### config.mk
export PLATFORM = sky130hd
export DESIGN_NAME = dma_chan_top
export DESIGN_NICKNAME = d
export VERILOG_FILES = /design/src/rtl/dma_pkg.sv /design/src/rtl/dma_cfg_regs.sv /design/src/rtl/dma_xfer_fsm.sv /design/src/rtl/dma_progress.sv /design/src/rtl/dma_chan_top.sv
export SDC_FILE = /design/constraint.sdc
export NUM_CORES = 1
export LEC_CHECK = 0
export BUFFER_PORTS_ARGS = -buffer_cell sky130_fd_sc_hd__buf_2
export CAP_MARGIN = 30
export CORE_UTILIZATION = 50
export DETAILED_ROUTE_END_ITERATION = 10
export GPL_TIMING_DRIVEN = 0
export HOLD_SLACK_MARGIN = 0.02
export PLACE_DENSITY = 0.74
export SETUP_SLACK_MARGIN = 0.3
export SYNTH_ARGS = -nofsm -noshare
export SYNTH_HDL_FRONTEND = slang
export SYNTH_SLANG_ARGS = --single-unit
### constraint.sdc
create_clock -name clk -period 2.7 [get_ports clk]
set_input_delay 0.54 -clock clk [delete_from_list [all_inputs] [get_ports clk]]
set_output_delay 0.54 -clock clk [all_outputs]
set_load 0.02 [all_outputs]
### src/rtl/dma_pkg.sv
// Shared types and register map for the byte-mover channel.
// Assumes a two-bit register select and a six-bit control field.
package dma_pkg;
    localparam logic [1:0] SEL_PADDR = 2'd0;
    localparam logic [1:0] SEL_MADDR = 2'd1;
    localparam logic [1:0] SEL_COUNT = 2'd2;
    localparam logic [1:0] SEL_CTRL  = 2'd3;
    localparam int CTRL_W = 6;

    // Control field, bit 0 (en) up to bits 5:4 (prio).
    typedef struct packed {
        logic [1:0] prio;
        logic       full_ie;
        logic       half_ie;
        logic       dir;
        logic       en;
    } ctrl_t;

    typedef enum logic [1:0] {
        ST_IDLE = 2'd0,
        ST_RD   = 2'd1,
        ST_WR   = 2'd2,
        ST_FIN  = 2'd3
    } xfer_st_t;
endpackage

### src/rtl/dma_cfg_regs.sv
// Configuration registers for one channel.
// Holds the peripheral address, the buffer address, the count and the control field.
// While the channel is enabled, every field except enable is frozen.
// Emits a one-cycle start pulse when enable goes from 0 to 1.
// Assumes CFG_W >= ADDR_W, CNT_W and CTRL_W.
module dma_cfg_regs
    import dma_pkg::*;
#(
    parameter int ADDR_W = 32,
    parameter int CNT_W  = 16,
    parameter int CFG_W  = 32
) (
    input  logic              clk,
    input  logic              rst_n,
    input  logic              cfg_we,
    input  logic [1:0]        cfg_sel,
    input  logic [CFG_W-1:0]  cfg_wdata,
    output logic [ADDR_W-1:0] paddr,
    output logic [ADDR_W-1:0] maddr,
    output logic [CNT_W-1:0]  count,
    output ctrl_t             ctrl,
    output logic              start
);
    logic [ADDR_W-1:0] paddr_q, maddr_q;
    logic [CNT_W-1:0]  count_q;
    ctrl_t             ctrl_q;
    logic              start_q;

    // Register writes, gated by the enable state, and start pulse generation.
    always_ff @(posedge clk) begin
        if (!rst_n) begin
            paddr_q <= '0;
            maddr_q <= '0;
            count_q <= '0;
            ctrl_q  <= '0;
            start_q <= 1'b0;
        end else begin
            start_q <= 1'b0;
            if (cfg_we) begin
                case (cfg_sel)
                    SEL_PADDR: if (!ctrl_q.en) paddr_q <= cfg_wdata[ADDR_W-1:0];
                    SEL_MADDR: if (!ctrl_q.en) maddr_q <= cfg_wdata[ADDR_W-1:0];
                    SEL_COUNT: if (!ctrl_q.en) count_q <= cfg_wdata[CNT_W-1:0];
                    default: begin
                        if (ctrl_q.en) begin
                            ctrl_q.en <= cfg_wdata[0];
                        end else begin
                            ctrl_q  <= ctrl_t'(cfg_wdata[CTRL_W-1:0]);
                            start_q <= cfg_wdata[0];
                        end
                    end
                endcase
            end
        end
    end

    assign paddr = paddr_q;
    assign maddr = maddr_q;
    assign count = count_q;
    assign ctrl  = ctrl_q;
    assign start = start_q;

    // setup fields hold while the channel is enabled
    a_r10_frozen_when_enabled: assert property (@(posedge clk) disable iff (!rst_n)
        ctrl_q.en |=> ($stable(paddr_q) && $stable(maddr_q) && $stable(count_q)
                       && $stable(ctrl_q.dir) && $stable(ctrl_q.prio)));

    // start pulse only arises from a disabled channel
    a_r2_start_from_off: assert property (@(posedge clk) disable iff (!rst_n)
        start_q |-> ($past(!ctrl_q.en) && ctrl_q.en));
endmodule

### src/rtl/dma_xfer_fsm.sv
// Bus sequencer: serves one peripheral request with a read beat and then a write beat.
// The source and destination come from the direction bit.
// The state is sampled between transfers only, so a disable lets the current transfer finish.
// Assumes the bus slave raises bus_ack for one cycle for each access.
module dma_xfer_fsm
    import dma_pkg::*;
#(
    parameter int ADDR_W = 32,
    parameter int DATA_W = 8
) (
    input  logic              clk,
    input  logic              rst_n,
    input  logic              active,
    input  logic              periph_req,
    input  logic              dir,
    input  logic [ADDR_W-1:0] paddr,
    input  logic [ADDR_W-1:0] cursor,
    input  logic [DATA_W-1:0] bus_rdata,
    input  logic              bus_ack,
    output logic              bus_req,
    output logic              bus_we,
    output logic [ADDR_W-1:0] bus_addr,
    output logic [DATA_W-1:0] bus_wdata,
    output logic              step
);
    xfer_st_t          st_q, st_d;
    logic [DATA_W-1:0] data_q;
    logic [ADDR_W-1:0] src_addr, dst_addr;

    assign src_addr = dir ? cursor : paddr;
    assign dst_addr = dir ? paddr  : cursor;

    // Next-state selection for the read/write/finish sequence.
    always_comb begin
        st_d = st_q;
        case (st_q)
            ST_IDLE: if (active && periph_req) st_d = ST_RD;
            ST_RD:   if (bus_ack) st_d = ST_WR;
            ST_WR:   if (bus_ack) st_d = ST_FIN;
            default: st_d = ST_IDLE;
        endcase
    end

    // State register, plus a latch for the byte fetched in the read beat.
    always_ff @(posedge clk) begin
        if (!rst_n) begin
            st_q   <= ST_IDLE;
            data_q <= '0;
        end else begin
            st_q <= st_d;
            if (st_q == ST_RD && bus_ack) data_q <= bus_rdata;
        end
    end

    // Bus drive decoded from the state.
    always_comb begin
        bus_req   = (st_q == ST_RD) || (st_q == ST_WR);
        bus_we    = (st_q == ST_WR);
        bus_addr  = (st_q == ST_WR) ? dst_addr : src_addr;
        bus_wdata = data_q;
    end

    assign step = (st_q == ST_FIN);

    // an acknowledged read is always followed by a write beat
    a_r3_read_then_write: assert property (@(posedge clk) disable iff (!rst_n)
        (bus_req && !bus_we && bus_ack) |=> (bus_req && bus_we));

    // an acknowledged write completes the transfer
    a_r3_write_ends_xfer: assert property (@(posedge clk) disable iff (!rst_n)
        (bus_req && bus_we && bus_ack) |=> (step && !bus_req));
endmodule

### src/rtl/dma_progress.sv
// Progress tracker: remaining count, buffer pointer, half and full flags, end strobes.
// Loaded on start. Advanced once for each finished transfer (step).
// Assumes step never arrives while the count is zero.
module dma_progress #(
    parameter int ADDR_W = 32,
    parameter int CNT_W  = 16
) (
    input  logic              clk,
    input  logic              rst_n,
    input  logic              start,
    input  logic [CNT_W-1:0]  count,
    input  logic [ADDR_W-1:0] maddr,
    input  logic              step,
    output logic [CNT_W-1:0]  left,
    output logic [ADDR_W-1:0] cursor,
    output logic              half_flag,
    output logic              full_flag,
    output logic              early,
    output logic              final_x
);
    localparam logic [CNT_W-1:0] ONE = CNT_W'(1);
    localparam logic [CNT_W-1:0] TWO = CNT_W'(2);

    logic [CNT_W-1:0]  left_q, total_q, rem_next;
    logic [ADDR_W-1:0] cur_q;
    logic              half_q, full_q, half_hit;

    assign rem_next = left_q - ONE;
    // Remaining equals floor(total/2), written as 2*rem == total or 2*rem+1 == total.
    assign half_hit = ({rem_next, 1'b0} == {1'b0, total_q}) ||
                      ({rem_next, 1'b1} == {1'b0, total_q});

    // Count, pointer and flag update on start and on each step.
    always_ff @(posedge clk) begin
        if (!rst_n) begin
            left_q  <= '0;
            total_q <= '0;
            cur_q   <= '0;
            half_q  <= 1'b0;
            full_q  <= 1'b0;
        end else if (start) begin
            left_q  <= count;
            total_q <= count;
            cur_q   <= maddr;
            half_q  <= 1'b0;
            full_q  <= 1'b0;
        end else if (step) begin
            left_q <= rem_next;
            cur_q  <= cur_q + ADDR_W'(1);
            if (half_hit)          half_q <= 1'b1;
            if (left_q == ONE)     full_q <= 1'b1;
        end
    end

    assign left      = left_q;
    assign cursor    = cur_q;
    assign half_flag = half_q;
    assign full_flag = full_q;
    assign early     = step && (left_q == TWO);
    assign final_x   = step && (left_q == ONE);

    // the pointer advances by exactly one per step
    a_r4_pointer_step: assert property (@(posedge clk) disable iff (!rst_n)
        (step && !start) |=> (cur_q == $past(cur_q) + ADDR_W'(1)));

    // full flag never sets while bytes remain
    a_r8_full_only_at_zero: assert property (@(posedge clk) disable iff (!rst_n)
        $rose(full_q) |-> (left_q == '0));
endmodule

### src/rtl/dma_chan_top.sv
// Top level of one byte-mover channel.
// Connects the register file, the bus sequencer and the progress tracker.
// The channel is active while it is enabled and bytes remain.
// Assumes a single-beat bus with one ack per access and a level request from the peripheral.
module dma_chan_top
    import dma_pkg::*;
#(
    parameter int ADDR_W = 32,
    parameter int DATA_W = 8,
    parameter int CNT_W  = 16,
    parameter int CFG_W  = 32
) (
    input  logic              clk,
    input  logic              rst_n,
    input  logic              cfg_we,
    input  logic [1:0]        cfg_sel,
    input  logic [CFG_W-1:0]  cfg_wdata,
    output logic [1:0]        chan_prio,
    input  logic              periph_req,
    output logic              periph_ack,
    output logic              eot_early,
    output logic              eot_final,
    output logic              bus_req,
    output logic              bus_we,
    output logic [ADDR_W-1:0] bus_addr,
    output logic [DATA_W-1:0] bus_wdata,
    input  logic [DATA_W-1:0] bus_rdata,
    input  logic              bus_ack,
    output logic [CNT_W-1:0]  xfer_left,
    output logic              half_flag,
    output logic              full_flag,
    output logic              irq
);
    logic [ADDR_W-1:0] paddr, maddr, cursor;
    logic [CNT_W-1:0]  count;
    ctrl_t             ctrl;
    logic              start, step, active;

    dma_cfg_regs #(.ADDR_W(ADDR_W), .CNT_W(CNT_W), .CFG_W(CFG_W)) u_cfg (
        .clk(clk), .rst_n(rst_n), .cfg_we(cfg_we), .cfg_sel(cfg_sel),
        .cfg_wdata(cfg_wdata), .paddr(paddr), .maddr(maddr), .count(count),
        .ctrl(ctrl), .start(start)
    );

    dma_progress #(.ADDR_W(ADDR_W), .CNT_W(CNT_W)) u_prog (
        .clk(clk), .rst_n(rst_n), .start(start), .count(count), .maddr(maddr),
        .step(step), .left(xfer_left), .cursor(cursor), .half_flag(half_flag),
        .full_flag(full_flag), .early(eot_early), .final_x(eot_final)
    );

    assign active = ctrl.en && (xfer_left != '0);

    dma_xfer_fsm #(.ADDR_W(ADDR_W), .DATA_W(DATA_W)) u_fsm (
        .clk(clk), .rst_n(rst_n), .active(active), .periph_req(periph_req),
        .dir(ctrl.dir), .paddr(paddr), .cursor(cursor), .bus_rdata(bus_rdata),
        .bus_ack(bus_ack), .bus_req(bus_req), .bus_we(bus_we), .bus_addr(bus_addr),
        .bus_wdata(bus_wdata), .step(step)
    );

    assign periph_ack = step;
    assign chan_prio  = ctrl.prio;
    assign irq        = (half_flag && ctrl.half_ie) || (full_flag && ctrl.full_ie);

    // each acknowledgement removes exactly one byte from the count
    a_r5_count_down: assert property (@(posedge clk) disable iff (!rst_n)
        periph_ack |=> (xfer_left == $past(xfer_left) - CNT_W'(1)));

    // the acknowledgement is a single-cycle pulse
    a_r5_ack_pulse: assert property (@(posedge clk) disable iff (!rst_n)
        periph_ack |=> !periph_ack);

    // the final strobe leaves the count at zero
    a_r7_final_empties: assert property (@(posedge clk) disable iff (!rst_n)
        eot_final |=> (xfer_left == '0));

    // the two end strobes never coincide
    a_r6_strobes_apart: assert property (@(posedge clk) disable iff (!rst_n)
        !(eot_early && eot_final));

    // an exhausted channel keeps the bus idle
    a_r9_quiet_at_zero: assert property (@(posedge clk) disable iff (!rst_n)
        ((xfer_left == '0) && !bus_req) |=> !bus_req);

    // an interrupt needs a raised flag
    a_r8_irq_needs_flag: assert property (@(posedge clk) disable iff (!rst_n)
        irq |-> (half_flag || full_flag));
endmodule

Word-level counts from Yosys, hierarchy flattened
Index checks and enable logic that the tools add are counted.
Cells by class
  add/subtract/negate cells: 2
  eq/ne operators: 12
  muxes and demuxes: 11
  bitwise logic cells: 4
  reduce and logical (&&, ||, !) cells: 25
Operators by type and width (count)
  two-way mux 32 bit: 5
  == test 17 x 16 -> 1 bit: 2
  adder 32 x 1 -> 32 bit (second input constant): 1
  two-way mux 16 bit: 2
  == test 16 x 1 -> 1 bit (second input constant): 1
  == test 16 x 2 -> 1 bit (second input constant): 1
  nonzero test 16 bit: 1
  subtractor 16 x 1 -> 16 bit (second input constant): 1
  AND reduction 3 bit: 5
  logical AND 1 bit: 7
  == test 2 bit (second input constant): 3
  two-way mux 2 bit: 3
  case mux 2 bit (3 select lines): 1
  AND reduction 2 bit: 3
  OR reduction 6 bit: 1
  == test 2 x 1 -> 1 bit (second input constant): 2
  zero test 2 bit: 2
  inequality test 2 x 1 -> 1 bit (second input constant): 2
  NOT 1 bit: 4
  logical OR 1 bit: 3
  OR reduction 3 bit: 1
  inequality test 2 bit (second input constant): 1
  nonzero test 2 bit: 1
  OR reduction 2 bit: 1
Storage, ports and cells
  register bits after elaboration: 163
  input bits: 47
  output and inout bits: 66
  word-level logic and storage cells: 70

Logic depth before layout (Yosys ltp)
  depth in word-level cells: 5
  gate-level depth with buffers: 9
  mapped depth without buffers: 8

Cells and area by module
From an unflattened synthesis, not the netlist that was laid out.
Unflattened totals
  cells, all modules: 864
  area total of the unflattened synthesis: 7901.3 um2
Modules (own cells, without submodules)
  dma_progress: instances 1, cells an instance 448, area an instance 3619.7 um2, sequential area each 1301.2 um2
  dma_cfg_regs: instances 1, cells an instance 319, area an instance 3250.6 um2, sequential area each 1741.7 um2
  dma_xfer_fsm: instances 1, cells an instance 90, area an instance 984.7 um2, sequential area each 200.2 um2
  dma_chan_top: instances 1, cells an instance 7, area an instance 46.3 um2, sequential area each 0.0 um2

Least setup slack after synthesis
No wires, ideal clock.
  kind: reg2out
  start point: register u_fsm.st_q[0]
  end point: output port bus_addr[10]
  arrival time: 2.015 ns
  required time: 2.160 ns
  path slack: 0.145 ns
  stages on the path, launching flop included: 6
  buffers on the path: 1
  cell sequence: dfxtp_1 inv_1 ha_1 xnor2_1 clkbuf_1 mux2_2
Between the ends
  word-level cells in the longest chain between the ends: 2
Ends and longest elaborated chain
  start, declared: line dma_xfer_fsm.sv:26  | xfer_st_t st_q, st_d;
  start signal, assigned: line dma_xfer_fsm.sv:50  | st_q <= st_d;
  == test 2 bit
  named net bus_we: line dma_chan_top.sv:24  | output logic bus_we,
  two-way mux 32 bit: line dma_xfer_fsm.sv:59  | bus_addr = (st_q == ST_WR) ? dst_addr : src_addr;
  end, declared: line dma_chan_top.sv:25  | output logic [ADDR_W-1:0] bus_addr,
The timed path passes the listed nets, and every way through them passes these cells.

Worst setup path after layout
  start point: register u_prog.left_q[9] (netlist: u_prog.left[9])
  end point: output port eot_final
Between the ends
  word-level cells in the longest chain between the ends: 2
Ends and longest elaborated chain
  start, declared: line dma_progress.sv:24  | logic [CNT_W-1:0] left_q, total_q, rem_next;
  start signal, assigned: line dma_progress.sv:42  | left_q <= count;
  start signal, assigned: line dma_progress.sv:48  | left_q <= rem_next;
  == test 16 x 1 -> 1 bit: line dma_progress.sv:60  | assign final_x = step && (left_q == ONE);
  logical AND 1 bit: line dma_progress.sv:60
  end, declared: line dma_chan_top.sv:22  | output logic eot_final,
Every way passes these cells.

==> reports/metrics.yaml <==
run_status:
  status: "finished, violations left"
  violations: "setup timing"
logic_synthesis:
  ys.flop_type: "dfxtp_1"
  yosys-top-cells-area: "dfxtp_1 (42%), nand2_1 (11%), a21boi_0 (9.2%)"
  netlist_area_mm2: 0.007761
  syn_area_per_cell_um2: 8.363
  yosys.area.top_type: "dfxtp_1"
  async_reset_ff_frac: 0
  syn_inst: 928
  synth.net_count: 983
  synth_edf_count: 0
  yosysSeqAreaShare: 0.4179
  synth-seq-cells: 162
  ys_warn_count: 0
  synth_top_area_share: 0.4179
  synthDistinctLibCells: 54
power:
  power_uw: 5807
  p_comb_frac: 0.105
  p_sw_frac: 0.2388
  p_int_uw: 4420
  switchingPower_uw: 1387
  p_leak_uw: 0.004080
  p_clk_frac: 0.462
  peakVddDrop_mv: 0.4592
  pwr-share-seq: 0.433
  powerDensity_mw_per_mm2: 582.4
sta:
  clock.fmax_mhz: 361.5
  finalSetupViolations: 2
  tightest_slew_ns: 0.6503
  slew_viol_final: 0
  period_share: 1.024
  layout_min_cycle_time_ns: 2.766
  grt_setup_unrepaired: "true"
  worst_slack_ns: -0.06598
  setup_tns_ns: -0.1173
  maxSlewHeadroom: 0.5655
  hold_viol: 0
  fin_skew_ns: 0.009855
drt:
  drcViolationCount: 0
  dr.pass1.iters: 5
  drt_wl_total_mm: 23.44
  viasPerCell: 5.627
  dr.first_iter.drc_count: 641
  ant_nets: 0
  wl_per_cell_um: 18.38
  vias: 7175
finish:
  layout.nets: 1129
  n_fill_cell: 1231
  diodes: 0
  syn2layout_area_growth_pct: 28.45
  final_util: 0.6558
  final_cells: 1275
  multiInputGateArea_mm2: 0.004489
  seqCellArea_mm2: 0.003251
  drive_gt1_frac: 0.2180
floorplan:
  die_area_mm2: 0.01603
  io_pins: 113
  core_area_mm2: 0.01520
  rows: 45
  die_x_um: 126.6
  die_h_um: 126.6
  start_util: 0.5105
worst_setup_path:
  timing.rr.start: "u_prog.left[9]"
  r2r_slack_ns: 0.35
  critPathSlowestCell: "or4_4"
  crit_path_max_incr_delay_ns: 0.53
  worst_setup_path_start_kind: "flip-flop"
  reg2reg_depth: 9
  r2r-end: "u_fsm.st_q[0]"
  crit_chain: "buf_6 > or4_4 > or4_4 > nor2_4 > and2_4 > buf_6"
  path_class: "flip-flop to output port"
  critPathCaptureType: "output port"
  cp_max_fo: 3
  arrival_ns: 2.23
  crit_family: "simple AND/OR/NAND/NOR gates"
  worst_ep_required_time_ns: 2.16
  path_buf_inv: 2
cts:
  cts-root-buf: "clkbuf_16"
  htree_levels: 4
  cts.clk_slew.worst_paths_ns: 0.06
  numClockSinks: 162
  clock_path_buffers: 2
  clk-insertion-delay-late_ns: 0.43
  cts_buffers: 17
  cts_tree: "yes"
place:
  port-buffer-count: 109
  dp.cells: 1225
  gp_congestion: 0.9361
  dp_slack_ns: -0.3422
  place_hpwl_mm: 15.41
grt:
  grt_pass1_wl_mm: 35.30
  overflow: 0
  track_usage: 0.2881
  grt_pass1_vias: 6619
  grt_antenna_before_repair: 0
  grt_max_degree: 17
min_path:
  holdPathStages: 3
  hold_path_class: "input port to flip-flop"
  holdPathEnd: "u_cfg.maddr[26]"
  hp-start: "cfg_wdata[26]"
run:
  maxCapViolations: 0
-- timing repair --
action,CTS,global route
buffers inserted,9,6
hold buffers,0,0
gates cloned,1,2
pin swaps,7,6
endpoints found under the setup margin,59,57
gates resized for setup,38,126
-- how the worst max path moves through the flow --
stage	start	to	slack, ns	cells after the start
2_1_floorplan	u_prog.left[8]	eot_final	0.29	5
3_3_place_gp	u_fsm.st_q[0]	bus_addr[11]	-0.29	6
3_5_place_dp	u_fsm.st_q[0]	u_prog.cursor[31]	-0.34	8
4_1_cts	u_prog.left[9]	eot_final	-0.05	6
5_1_grt	u_prog.left[9]	eot_final	-0.12	6
6_report	u_prog.left[9]	eot_final	-0.07	6
-- placed cells by master (no fill, tap or decap), types with 28 or more instances in the layout --
cell,count
mux2_4,29
xnor2_1,28
buf_2,76
a21boi_0,95
clkbuf_1,53
nand2_1,225
dfxtp_1,158
xor2_1,33
o21ai_0,41
buf_6,36
-- cells in the mapped netlist (9+ instances only) --
cell	instances
dfxtp_1	162
o211a_1	9
nand3_1	29
o21ai_0	44
mux2i_1	14
nor3_1	10
nor2_1	26
nand4_1	11
xnor2_1	29
and2_1	19
nor2b_1	16
a21boi_0	95
xor2_1	33
clkbuf_1	59
mux2_2	29
nand2_1	227
a21oi_1	27
-- routing by layer --
| metal | part of all wire | wire length [µm] | GRT usage |
|---|---|---|---|
| met4 | 0.032 | 741 | 0.1212 |
| met1 | 0.42 | 9938 | 0.3723 |
| met5 | 0 | 0 | 0 |
| met2 | 0.47 | 11040 | 0.4712 |
| met3 | 0.073 | 1714 | 0.05567 |
-- metrics by stage --
step                instance area, µm²  hold slack [ns]
floorplan                         7771           0.4351
global placement                  8552           0.4454
detailed placement                8552           0.4496
CTS                               9444           0.3599
global route                      9970           0.3630
finish                            9970           0.3663
-- worst min-delay path, delay by kind of cell --
family | cells | cell delay (ns)
AND/OR/NAND/NOR | 1 | 0.04
buffers and inverters | 1 | 0.10
AO/OA/AOI/OAI | 1 | 0.06
-- state kept, by name, summed over array words and instances, names as in the netlist, 2 cells and up --
name and count:
u_cfg.maddr 32, u_prog.cursor 32, u_cfg.count 16, u_prog.total_q 15, u_prog.left 16, u_cfg.paddr 32, u_cfg.ctrl 6, u_fsm.st_q 2
u_fsm.bus_wdata 8
-- final cells by class --
class,instances,area share
Buffer,67,0.03476
Clock inverter,8,0.01443
Multi-Input combinational cell,690,0.4503
Clock buffer,24,0.05133
Timing Repair Buffer,127,0.09588
Tap cell,188,0.02359
Inverter,9,0.003640
Sequential cell,162,0.3261
-- power by group through the flow --
| stage | Clock (µW) | Sequential [µW] | Combinational (µW) |
|---|---|---|---|
| finish | 2680 | 2510 | 609 |
| global route | 2790 | 2520 | 654 |
| CTS | 2680 | 2510 | 515 |
| detailed placement | 0 | 2560 | 487 |
| global placement | 0 | 2550 | 482 |
| floorplan | 0 | 2560 | 305 |
-- logic make-up after synthesis --
family                     Yosys count  synth area share
muxes                               43           0.06013
xor gates and xnor gates            62           0.06997
AOI/OAI and AO/OA                  195            0.1719
DFF                                162            0.4179
buffers and inverters               76           0.03933
adders and majority gates            8           0.01290
and+or+nand+nor                    382            0.2280
(Power assumes the default switching activity.)
